<file path="src/rtl/swint_pkg.sv">
package swint_pkg;
  typedef enum logic {
    MODE_NORMAL = 1'b0,
    MODE_SLEEP  = 1'b1
  } swint_mode_e;
endpackage

</file>
<file path="src/rtl/swint_change_det.sv">
module swint_change_det #(
  parameter int unsigned NUM_SW = 22
) (
  input  logic              clk,
  input  logic              rst_n,
  input  logic [NUM_SW-1:0] sw_in,
  input  logic [NUM_SW-1:0] sw_en,
  input  logic              detect_en,
  output logic              change,
  output logic              armed
);
  logic [NUM_SW-1:0] prev_q;
  logic [NUM_SW-1:0] hit;
  logic              armed_q;

  // reference copy follows the inputs every cycle, reset included
  always_ff @(posedge clk) begin
    prev_q <= sw_in;
  end

  always_ff @(posedge clk or negedge rst_n) begin
    if (!rst_n) armed_q <= 1'b0;
    else        armed_q <= 1'b1;
  end

  for (genvar i = 0; i < NUM_SW; i++) begin : g_bit
    assign hit[i] = (sw_in[i] ^ prev_q[i]) & sw_en[i];
  end

  assign change = armed_q & detect_en & (|hit);
  assign armed  = armed_q;
endmodule

</file>
<file path="src/rtl/swint_frame_edges.sv">
module swint_frame_edges (
  input  logic clk,
  input  logic rst_n,
  input  logic cs_n,
  input  logic irq_line,
  output logic cs_fall,
  output logic cs_rise,
  output logic line_fall
);
  logic cs_q, line_q;

  always_ff @(posedge clk or negedge rst_n) begin
    if (!rst_n) begin
      cs_q   <= 1'b1;
      line_q <= 1'b1;
    end else begin
      cs_q   <= cs_n;
      line_q <= irq_line;
    end
  end

  assign cs_fall   = cs_q & ~cs_n;
  assign cs_rise   = ~cs_q & cs_n;
  assign line_fall = line_q & ~irq_line;
endmodule

</file>
<file path="src/rtl/swint_irq_ctrl.sv">
module swint_irq_ctrl (
  input  logic clk,
  input  logic rst_n,
  input  logic change,
  input  logic cs_n,
  input  logic cs_fall,
  input  logic cs_rise,
  output logic irq_pull,
  output logic irq_status
);
  logic pull_q, pull_d;
  logic pend_q, pend_d;
  logic stat_q, stat_d;

  always_comb begin
    // release on frame end only if nothing arrived during the frame
    if (cs_rise) pull_d = pend_q | change;
    else         pull_d = pull_q | change;

    if (cs_fall)    pend_d = change;
    else if (!cs_n) pend_d = pend_q | change;
    else            pend_d = 1'b0;

    stat_d = cs_fall ? pull_q : stat_q;
  end

  always_ff @(posedge clk or negedge rst_n) begin
    if (!rst_n) begin
      pull_q <= 1'b0;
      pend_q <= 1'b0;
      stat_q <= 1'b0;
    end else begin
      pull_q <= pull_d;
      pend_q <= pend_d;
      if (cs_fall) stat_q <= stat_d;
    end
  end

  assign irq_pull   = pull_q;
  assign irq_status = stat_q;
endmodule

</file>
<file path="src/rtl/swint_mode_fsm.sv">
module swint_mode_fsm
  import swint_pkg::*;
(
  input  logic        clk,
  input  logic        rst_n,
  input  logic        sleep_req,
  input  logic        wake,
  output swint_mode_e mode
);
  swint_mode_e mode_q, mode_d;

  always_comb begin
    mode_d = mode_q;
    unique case (mode_q)
      MODE_NORMAL: if (sleep_req) mode_d = MODE_SLEEP;
      MODE_SLEEP:  if (wake)      mode_d = MODE_NORMAL;
      default:                    mode_d = MODE_NORMAL;
    endcase
  end

  always_ff @(posedge clk or negedge rst_n) begin
    if (!rst_n) mode_q <= MODE_NORMAL;
    else        mode_q <= mode_d;
  end

  assign mode = mode_q;
endmodule

</file>
<file path="src/rtl/swint_wake_ctrl.sv">
module swint_wake_ctrl
  import swint_pkg::*;
#(
  parameter int unsigned NUM_SW = 22
) (
  input  logic              clk,
  input  logic              rst_n,
  input  logic [NUM_SW-1:0] sw_in,
  input  logic [NUM_SW-1:0] sw_en,
  input  logic              cs_n,
  input  logic              irq_line,
  input  logic              sleep_req,
  output logic              irq_pull,
  output logic              irq_status,
  output logic              mode_sleep
);
  swint_mode_e mode;
  logic        change, armed;
  logic        cs_fall, cs_rise, line_fall;

  swint_change_det #(.NUM_SW(NUM_SW)) u_det (
    .clk       (clk),
    .rst_n     (rst_n),
    .sw_in     (sw_in),
    .sw_en     (sw_en),
    .detect_en (mode == MODE_NORMAL),
    .change    (change),
    .armed     (armed)
  );

  swint_frame_edges u_edges (
    .clk       (clk),
    .rst_n     (rst_n),
    .cs_n      (cs_n),
    .irq_line  (irq_line),
    .cs_fall   (cs_fall),
    .cs_rise   (cs_rise),
    .line_fall (line_fall)
  );

  swint_irq_ctrl u_irq (
    .clk        (clk),
    .rst_n      (rst_n),
    .change     (change),
    .cs_n       (cs_n),
    .cs_fall    (cs_fall),
    .cs_rise    (cs_rise),
    .irq_pull   (irq_pull),
    .irq_status (irq_status)
  );

  swint_mode_fsm u_mode (
    .clk       (clk),
    .rst_n     (rst_n),
    .sleep_req (sleep_req),
    .wake      (cs_fall | line_fall),
    .mode      (mode)
  );

  assign mode_sleep = (mode == MODE_SLEEP);
endmodule

</file>
<file path="config.mk">
export PLATFORM = sky130hd
export DESIGN_NAME = swint_wake_ctrl
export DESIGN_NICKNAME = d
export VERILOG_FILES = /design/src/rtl/swint_pkg.sv /design/src/rtl/swint_change_det.sv /design/src/rtl/swint_frame_edges.sv /design/src/rtl/swint_irq_ctrl.sv /design/src/rtl/swint_mode_fsm.sv /design/src/rtl/swint_wake_ctrl.sv
export SDC_FILE = /design/constraint.sdc
export NUM_CORES = 1
export LEC_CHECK = 0
export ABC_AREA = 1
export BUFFER_PORTS_ARGS = -buffer_cell sky130_fd_sc_hd__buf_2
export CORE_ASPECT_RATIO = 2
export CORE_UTILIZATION = 40
export CTS_CLUSTER_DIAMETER = 60
export DETAILED_ROUTE_END_ITERATION = 6
export GPL_ROUTABILITY_DRIVEN = 1
export PLACE_DENSITY = 0.8
export SYNTH_ARGS = -nofsm -noshare
export SYNTH_HDL_FRONTEND = slang
export SYNTH_HIERARCHICAL = 1
export SYNTH_SLANG_ARGS = --single-unit
</file>
<file path="constraint.sdc">
create_clock -name clk -period 1.9 [get_ports clk]
set_input_delay 0.38 -clock clk [delete_from_list [all_inputs] [get_ports clk]]
set_output_delay 0.38 -clock clk [all_outputs]
set_load 0.005 [all_outputs]
</file>
* Word level (Yosys, flattened, before mapping)
Cells that the tools add are included.
** Word-level totals
- Flip-flop bits (word level) :: 29
- Bits in latches :: 0
- Bits in writable memories :: 0
- Bits in read-only memories :: 0
- Input port bits :: 49
- Output and inout bits :: 3
- Logic and storage cells :: 71
- Memories kept :: 0
** Cells by class
- Add/sub/neg operators :: 0
- Multiply operators :: 0
- Divide/modulo/power cells :: 0
- $lt $le $gt $ge :: 0
- Equality and inequality tests :: 0
- Shifts and indexed selects :: 0
- Multiplexer cells :: 6
- Bitwise logic cells :: 56
- Reductions and logical operators :: 1
** Operators by type and width (count)
- $and A1 B1 Y1 :: 27
- $reduce_or A22 Y1 :: 1
- $xor A1 B1 Y1 :: 22
- $mux W1 :: 5
- $not A1 Y1 :: 4
- $or A1 B1 Y1 :: 3
- $pmux W1 S2 :: 1

* Logic depth before layout (Yosys ltp)
Gate-level depths: netlist (run 1).
- Word-level depth :: 7
- Depth in mapped cells :: 12
- Gate-level depth less buffers :: 12

* By module
Netlist (run 1), hierarchy kept.
** Modules (own cells, without submodules)
- swint_change_det :: times used 1, cells an instance 144, area each 960.9 um^2, sequential area each 465.4 um^2
- swint_irq_ctrl :: times used 1, cells an instance 17, area each 133.9 um^2, sequential area each 75.1 um^2
- swint_frame_edges :: times used 1, cells an instance 8, area each 75.1 um^2, sequential area each 52.6 um^2
- swint_mode_fsm :: times used 1, cells an instance 6, area each 43.8 um^2, sequential area each 25.0 um^2
- swint_wake_ctrl :: times used 1, cells an instance 4, area each 15.0 um^2, sequential area each 0.0 um^2

* Least setup slack after synthesis (run 1)
OpenSTA, ideal clock, no wires.
- Path kind :: input to register
- Start :: input sw_in[13]
- End :: register u_irq.pend_q
- Library setup time :: 118 ps
- Arrival time :: 1139 ps
- Required time :: 1782 ps
- Setup slack :: 643 ps
- Stages :: 11
- Buffers on the path :: 0
- Cells stage by stage :: or2_0 -> nand3_1 -> nand2_1 -> nor2_2 -> nand2_1 -> nor2_1 -> a21oi_1 -> inv_1 -> nand2_1 -> nand2_1 -> nor2_2
** On the way
- Cells in the longest elaborated chain, start to end :: 7
** Ends and longest elaborated chain
- start: declaration :: line swint_wake_ctrl.sv:8 : input logic [NUM_SW-1:0] sw_in,
- $xor A1 B1 Y1 (*) :: line swint_change_det.sv:27 : assign hit[i] = (sw_in[i] ^ prev_q[i]) & sw_en[i];
- $and A1 B1 Y1 (*) :: line swint_change_det.sv:27
- $reduce_or A22 Y1 (*) :: line swint_change_det.sv:30 : assign change = armed_q & detect_en & (|hit);
- $and A1 B1 Y1 (*) :: line swint_change_det.sv:30
- net change :: line swint_wake_ctrl.sv:18 : logic change, armed;
- $or A1 B1 Y1 :: line swint_irq_ctrl.sv:21 : else if (!cs_n) pend_d = pend_q | change;
- $mux W1 :: line swint_irq_ctrl.sv:21
- $mux W1 (*) :: line swint_irq_ctrl.sv:20 : if (cs_fall) pend_d = change;
- net u_irq.pend_d :: line swint_irq_ctrl.sv:12 : logic pend_q, pend_d;
- end signal: assignment :: line swint_irq_ctrl.sv:34 : pend_q <= pend_d;
- end: declaration :: line swint_irq_ctrl.sv:12
Mark *: on every way through the listed nets, which the timed path passes. The rest lies on a longest branch.
A chain may end at the register's enable or synchronous reset.

* Worst setup path in the final report (run 1)
- Start :: register u_det.prev_q[13]
- End :: register u_irq.pend_q
** On the way
- Cells in the longest elaborated chain, start to end :: 7
** Ends and longest elaborated chain
- start: declaration :: line swint_change_det.sv:12 : logic [NUM_SW-1:0] prev_q;
- start signal: assignment :: line swint_change_det.sv:18 : prev_q <= sw_in;
- $xor A1 B1 Y1 (*) :: line swint_change_det.sv:27
- $and A1 B1 Y1 (*) :: line swint_change_det.sv:27
- $reduce_or A22 Y1 (*) :: line swint_change_det.sv:30
- $and A1 B1 Y1 (*) :: line swint_change_det.sv:30
- net change :: line swint_wake_ctrl.sv:18
- $or A1 B1 Y1 :: line swint_irq_ctrl.sv:21
- $mux W1 :: line swint_irq_ctrl.sv:21
- $mux W1 (*) :: line swint_irq_ctrl.sv:20
- net u_irq.pend_d :: line swint_irq_ctrl.sv:12
Marks and branches as above.

==> metrics.md, run 1 <==
| Metric | Value |
|---|---|
| Area grow syn2layout | `31.98%` |
| Most numerous cell in the Yosys netlist | `nand2_1` |
| Largest cells by area after synthesis | `dfxtp_1, nand2_1, inv_1, dfrtp_1, nand3_1` |
| Setup crit start kind | `register` |
| Max capacitance violation total | `0` |
| Initial antenna violation count | `0` |
| Vias in the first global route | `978` |
| Synth Flop Type | `dfxtp_1` |
| DRC viols | `0` |
| Status | `complete, no violations` |
| CP endpoint kind | `register` |
| Total Wirelength | `between 2000 and 2500 um` |
| Seq pwr share | `0.496` |
| Io pins | `between 50 and 60` |
| Critical Path RT | `just over 2000 ps` |
| Final Cell Area | `around 1600 um^2` |
| Clock skew | `~8 ps` |
| Multi-input gate area in the final layout | `~440 um^2` |
| Storage cell area | `approximately 600 um^2` |
| Peak Freq | `~0.75 GHz` |
| Starting DRT DRC Count | `8` |
| Post-synth top cells | `nand2_1, inv_1, dfxtp_1` |
| EDFF count, synth | `0` |
| Fin crit share | `0.7036` |
| Synth Instances | `~180` |
| Worst min path class | `in -> reg` |
| Yosys cell types | `17` |
| Synth area leader | `dfxtp_1` |
| Hold depth | `1` |
| Largest net degree at the start of global routing | `10` |
| Max VDD drop | `just under 0.0007 V` |
| Nets | `between 200 and 300` |
| Diodes inserted | `0` |
| Ys async rst share | `0.2414` |
| Switching share of power | `0.2385` |
| Comb power frac | `0.134` |
| Routability Congestion | `0.7389` |
| Leak | `0.9878 nW` |
| Syn Std Cell Area | `between 1000 and 1500 um^2` |
| Clk_lat worst skew | `between 200 and 300 ps` |
| Clock tree buffer depth | `2` |
| Final Setup Violations | `0` |
| P_sw | `around 0.33 mW` |
| Die Y-Extent | `roughly 80 um` |
| Clock Sinks | `29` |
| Gr usage total | `0.1544` |
| Htree depth | `2` |
| Floorplan row count | `28` |
| Clock-pin slew on the worst setup and hold paths | `approximately 60 ps` |
| First-pass GRT wire length | `about 3400 um` |
| Crit-path max FO | `2` |
| Slew Limit Fails | `0` |
| DIE WIDTH | `about 41 um` |
| Starting density of the core | `0.4175` |
| Syn Nets | `roughly 230` |
| Fillcell total | `319` |
| Syn Area/Cell | `between 6 and 7 um^2` |
| CTS resizes | `0` |
| Post-synthesis sequential area ratio | `0.5031` |
| Die footprint | `3311 um^2` |
| CTS tree | `built` |
| #FFs+latches synth | `29` |
| Share of the synthesized area in the top cell type | `0.3585` |
| Post-route ant nets | `0` |
| Vias | `1166` |
| Placed inst area | `approximately 1500 um^2` |
| Hold Fails Final Rpt | `0` |
| Initial DRT Pass Iterations | `7` |
| Root Driver | `clkbuf_8` |
| Dpl hpwl | `roughly 1800 um` |
| RSZ-0062 raised after global routing | `no` |
| CTS Buf Count | `5` |
| Int Power | `1.044 mW` |
| Critical Path AT | `1500 ps` |
| Setup TNS | `0 ps` |
| R2R depth | `11` |
| Clock share of power | `0.370` |
| Yosys warns | `6` |
| Port buffer count | `slightly above 50` |
| CP Class | `reg -> reg` |
| Gr ovfl total | `0` |
| Min Tclk post-route | `approximately 1300 ps` |
| Via-to-Cell Ratio | `4.335` |
| CORE AREA | `just under 3000 um^2` |
| Power per cell area | `around 850 nW/um^2` |
| Share of cells above drive strength 1 | `0.2678` |
| Wirelength per Cell | `8.257 um` |
## sequential cells by signal (all words and copies together), names as in the netlist
signal            cells
u_det/prev_q         22
u_det/armed           1
u_edges/cs_q          1
u_edges/line_q        1
u_irq/irq_pull        1
u_irq/irq_status      1
u_irq/pend_q          1
u_mode/mode           1
## per-layer routing
layer,GRT usage,share of wire
met1,0.1237,0.36
met2,0.2766,0.55
met3,0.06354,0.068
met4,0.08710,0.018
met5,0,0
## final cells by class
type | count | area share
Inverter | 45 | 0.1042
Tap cell | 30 | 0.02315
Multi-Input combinational cell | 105 | 0.2724
Timing Repair Buffer | 52 | 0.1636
Clock buffer | 8 | 0.05556
Sequential cell | 29 | 0.3812
## logic make-up after synthesis
kind of cell    Yosys count  synth area share
compound gates            2          0.009164
simple gates            102            0.3473
flops                    29            0.5031
buf+inv                  45            0.1375
other cells               1          0.003052
## power groups by stage
| stage | Clock [mW] | Sequential, mW | Combinational [mW] |
|---|---|---|---|
| finish | 0.507 | 0.680 | 0.183 |
| global route | 0.558 | 0.687 | 0.217 |
| CTS | 0.531 | 0.681 | 0.187 |
| detailed placement | 0 | 0.694 | 0.184 |
| global placement | 0 | 0.691 | 0.180 |
| floorplan | 0 | 0.691 | 0.0947 |
## timing repair
action	in CTS	in global routing
endpoints found under the hold margin	5	0
setup buffers	0	0
hold buffers	1	0
## path summary, 6_finish.rpt
| kind | start | end | slack, ps |
|---|---|---|---|
| worst max-delay path | u_det/prev_q[13] | u_irq/pend_q | 560 |
| worst min-delay path | irq_line | u_edges/line_q | 220 |
| worst max register to register | u_det/prev_q[13] | u_irq/pend_q | 560 |
| worst min register to register | u_irq/irq_status | u_irq/irq_status | 470 |
| max in group asynchronous | rst_n | u_edges/cs_q | 1210 |
| min in group asynchronous | rst_n | u_irq/irq_pull | 460 |
## per-stage QoR
step                cells  total power, mW  hold slack [ps]  utilization  worst slack, ps
finish                269            1.370            217.7       0.5510            563.2
global placement      260           0.8708            218.6       0.5170            379.7
detailed placement    260           0.8777            217.8       0.5170            375.1
CTS                   269            1.399            207.4       0.5510            546.8
floorplan             179           0.7853            84.41            -            643.4
global route          269            1.463            206.6       0.5510            411.8
## critical path, stage by stage (launching register included)
cell	delay [ps]
dfxtp_1	300
or2_0	210
nand3_1	70
nand2_1	60
nor2_2	70
nand2_1	50
nor2_1	130
a21oi_1	100
inv_1	70
nand2_1	50
nand2_1	80
nor2_2	30
## layout by cell type, fill, tap and decap left out, drive strengths merged
cell,count
nor2,13
inv,45
buf,51
clkbuf,8
or2,3
dlygate4sd3,1
dfxtp,22
conb,1
dfstp,2
nand4,1
nand2,64
dfrtp,5
a21oi,1
nand3,21
o22ai,1
No activity file was read; power rests on OpenSTA's default activity.
==> run 2, diff against run 1 <==
--- a/config.mk
+++ b/config.mk
@@ -12,7 +12,7 @@
 export CTS_CLUSTER_DIAMETER = 60
 export DETAILED_ROUTE_END_ITERATION = 6
 export GPL_ROUTABILITY_DRIVEN = 1
-export PLACE_DENSITY = 0.8
+export PLACE_DENSITY = 0.82
 export SYNTH_ARGS = -nofsm -noshare
 export SYNTH_HDL_FRONTEND = slang
 export SYNTH_HIERARCHICAL = 1
==> constraint.sdc (replaced) <==
create_clock -name clk -period 1.07 [get_ports clk]
set_input_delay 0.214 -clock clk [delete_from_list [all_inputs] [get_ports clk]]
set_output_delay 0.214 -clock clk [all_outputs]
set_load 0.005 [all_outputs]
==> run 2 against run 1 <==
  * The run now ends with setup timing left
  * Sequential cell count is the same
  * Register-to-register slack lost 760 ps
  * Routed wire length grew 3.5%
  * Power grew 80%
  * Setup slack lost 760 ps
  * Via count grew 0.51%
  * Cell area grew 2.7%
  * Largest cell class unchanged
==> metrics.md, run 2 (synthesized netlist as in run 1, its figures left out) <==
| Metric | Value |
|---|---|
| Fin crit share | `1.187 (was 0.7036)` |
| Share of cells above drive strength 1 | `0.3167 (was 0.2678)` |
| Crit-path max FO | `2 (unchanged)` |
| Peak Freq | `0.7871 GHz (was 0.7481 GHz)` |
| CP Class | `reg -> reg (unchanged)` |
| Htree depth | `2 (unchanged)` |
| CORE AREA | `2943 um^2 (unchanged)` |
| Reg with most FFs | `u_det/prev_q (unchanged)` |
| Largest register FFs | `22 (unchanged)` |
| Via-to-Cell Ratio | `4.341 (was 4.335)` |
| Worst hold start | `irq_line (unchanged)` |
| Die footprint | `3311 um^2 (unchanged)` |
| Clock skew | `5.925 ps (was 8.073 ps)` |
| Worst R2R Start | `u_det/prev_q[13] (unchanged)` |
| CTS Buf Count | `5 (unchanged)` |
| Setup bufs post-CTS | `0 (unchanged)` |
| Slew Limit Fails | `0 (unchanged)` |
| Nets | `288 (was 287)` |
| Status | `complete, but fails checks (was complete, no violations)` |
| DIE WIDTH | `41.19 um (unchanged)` |
| Initial antenna violation count | `0 (unchanged)` |
| Clock-pin slew on the worst setup and hold paths | `60 ps (about the same)` |
| Wirelength per Cell | `8.511 um (was 8.257 um)` |
| First-pass GRT wire length | `3726 um (was 3415 um)` |
| Leak | `0.9952 nW (was 0.9878 nW)` |
| Max VDD drop | `0.001014 V (was 0.0006826 V)` |
| Port buffer count | `51 (unchanged)` |
| Failing checks | `setup timing` |
| Starting density of the core | `0.4175 (unchanged)` |
| Initial DRT Pass Iterations | `4 (was 7)` |
| Final Setup Violations | `2 (was 0)` |
| Total Wirelength | `2298 um (was 2221 um)` |
| Most frequent cells in the layout | `nand2_1, buf_2, inv_1 (unchanged)` |
| Largest net degree at the start of global routing | `10 (unchanged)` |
| Post-route ant nets | `0 (unchanged)` |
| Max capacitance violation total | `0 (unchanged)` |
| Gr ovfl total | `0 (unchanged)` |
| Area grow syn2layout | `35.54% (was 31.98%)` |
| Final Cell Area | `1665 um^2 (was 1622 um^2)` |
| Routability Congestion | `0.7602 (was 0.7389)` |
| Floorplan row count | `28 (unchanged)` |
| Critical Path RT | `1240 ps (was 2060 ps)` |
| CP startpoint | `u_det/prev_q[13] (unchanged)` |
| Dpl hpwl | `1796 um (was 1823 um)` |
| Clock Sinks | `29 (unchanged)` |
| DRC viols | `0 (unchanged)` |
| Gr usage total | `0.1663 (was 0.1544)` |
| Placed inst area | `1529 um^2 (was 1521 um^2)` |
| Root Driver | `clkbuf_8 (unchanged)` |
| Io pins | `52 (unchanged)` |
| CTS tree | `built (unchanged)` |
| Min Tclk post-route | `1270 ps (was 1337 ps)` |
| Vias in the first global route | `1055 (was 978)` |
| Clock tree buffer depth | `2 (unchanged)` |
| Setup TNS | `-319.9 ps (was 0 ps)` |
| Critical Path AT | `1440 ps (was 1500 ps)` |
| Starting DRT DRC Count | `15 (was 8)` |
| RSZ-0062 raised after global routing | `yes (was no)` |
| Worst min path class | `in -> reg (unchanged)` |
| Diodes inserted | `0 (unchanged)` |
| Vias | `1172 (was 1166)` |
| CP endpoint kind | `register (unchanged)` |
| Setup crit start kind | `register (unchanged)` |
| Hold Worst Slack | `51.59 ps (was 217.7 ps)` |
| Clk_lat worst skew | `280 ps (was 270 ps)` |
| Die Y-Extent | `80.38 um (unchanged)` |
| Hold Fails Final Rpt | `0 (unchanged)` |
| Power per cell area | `1479 nW/um^2 (was 845.1 nW/um^2)` |
| Worst Setup Slack, final | `-200.4 ps (was 563.2 ps)` |
| Commonest non-fill, non-tap cell in the layout | `nand2_1 (unchanged)` |
run 2: worst paths after layout:
| kind | endpoint | slack (ps) | cells past startpoint |
|---|---|---|---|
| worst max-delay path | u_irq/pend_q | -200 | 11 |
| worst min-delay path | u_edges/line_q | 50 | 1 |
| worst max register to register | u_irq/pend_q | -200 | 11 |
| worst min register to register | u_irq/irq_status | 490 | 2 |
| max in group asynchronous | u_edges/cs_q | 540 | 2 |
| min in group asynchronous | u_irq/pend_q | 300 | 2 |
run 2: worst max-delay path, stage by stage, from the launching register on:
cell and delay [ps]:
dfxtp_1 300, or2_0 210, nand3_1 70, nand2_1 60, nor2_2 70, nand2_1 60
nor2_2 110, a21oi_2 70, inv_1 70, nand2_1 50, nand2_1 60, nor2_2 40
run 2: power breakdown:
group / internal, mW / switching [mW]
logic: 0.175 / 0.174
registers: 1.17 / 0.0447
clock network: 0.523 / 0.380
run 2: routing by layer:
metal	share of wire	track usage
met4	0.034	0.1032
met5	0	0
met1	0.38	0.1514
met3	0.049	0.06630
met2	0.54	0.2781
run 2: cell type report:
cell class	instances	area (um^2)
timing repair buffer	53	276.5
inverter	45	171.4
fill	297	1277
sequential	29	619.3
clock buffer	8	90.09
multi-input combinational	105	470.5
tap	30	37.54
run 2: repair_timing:
item	4_1_cts	5_1_grt
hold endpoints to repair	7	0
hold buffers	1	0
resized for setup	2	13
pin swaps	1	8
setup endpoints to repair	2	4
cloned	0	0
run 2: per-stage QoR:
| step | total power, mW | util | cells | worst slack [ps] |
|---|---|---|---|---|
| global route | 2.625 | 0.5659 | 270 | -304.3 |
| detailed placement | 1.561 | 0.5196 | 261 | -249.1 |
| floorplan | 1.395 | - | 179 | -102.7 |
| global placement | 1.551 | 0.5196 | 261 | -230.7 |
| CTS | 2.490 | 0.5557 | 270 | -227.6 |
| finish | 2.464 | 0.5659 | 270 | -200.4 |
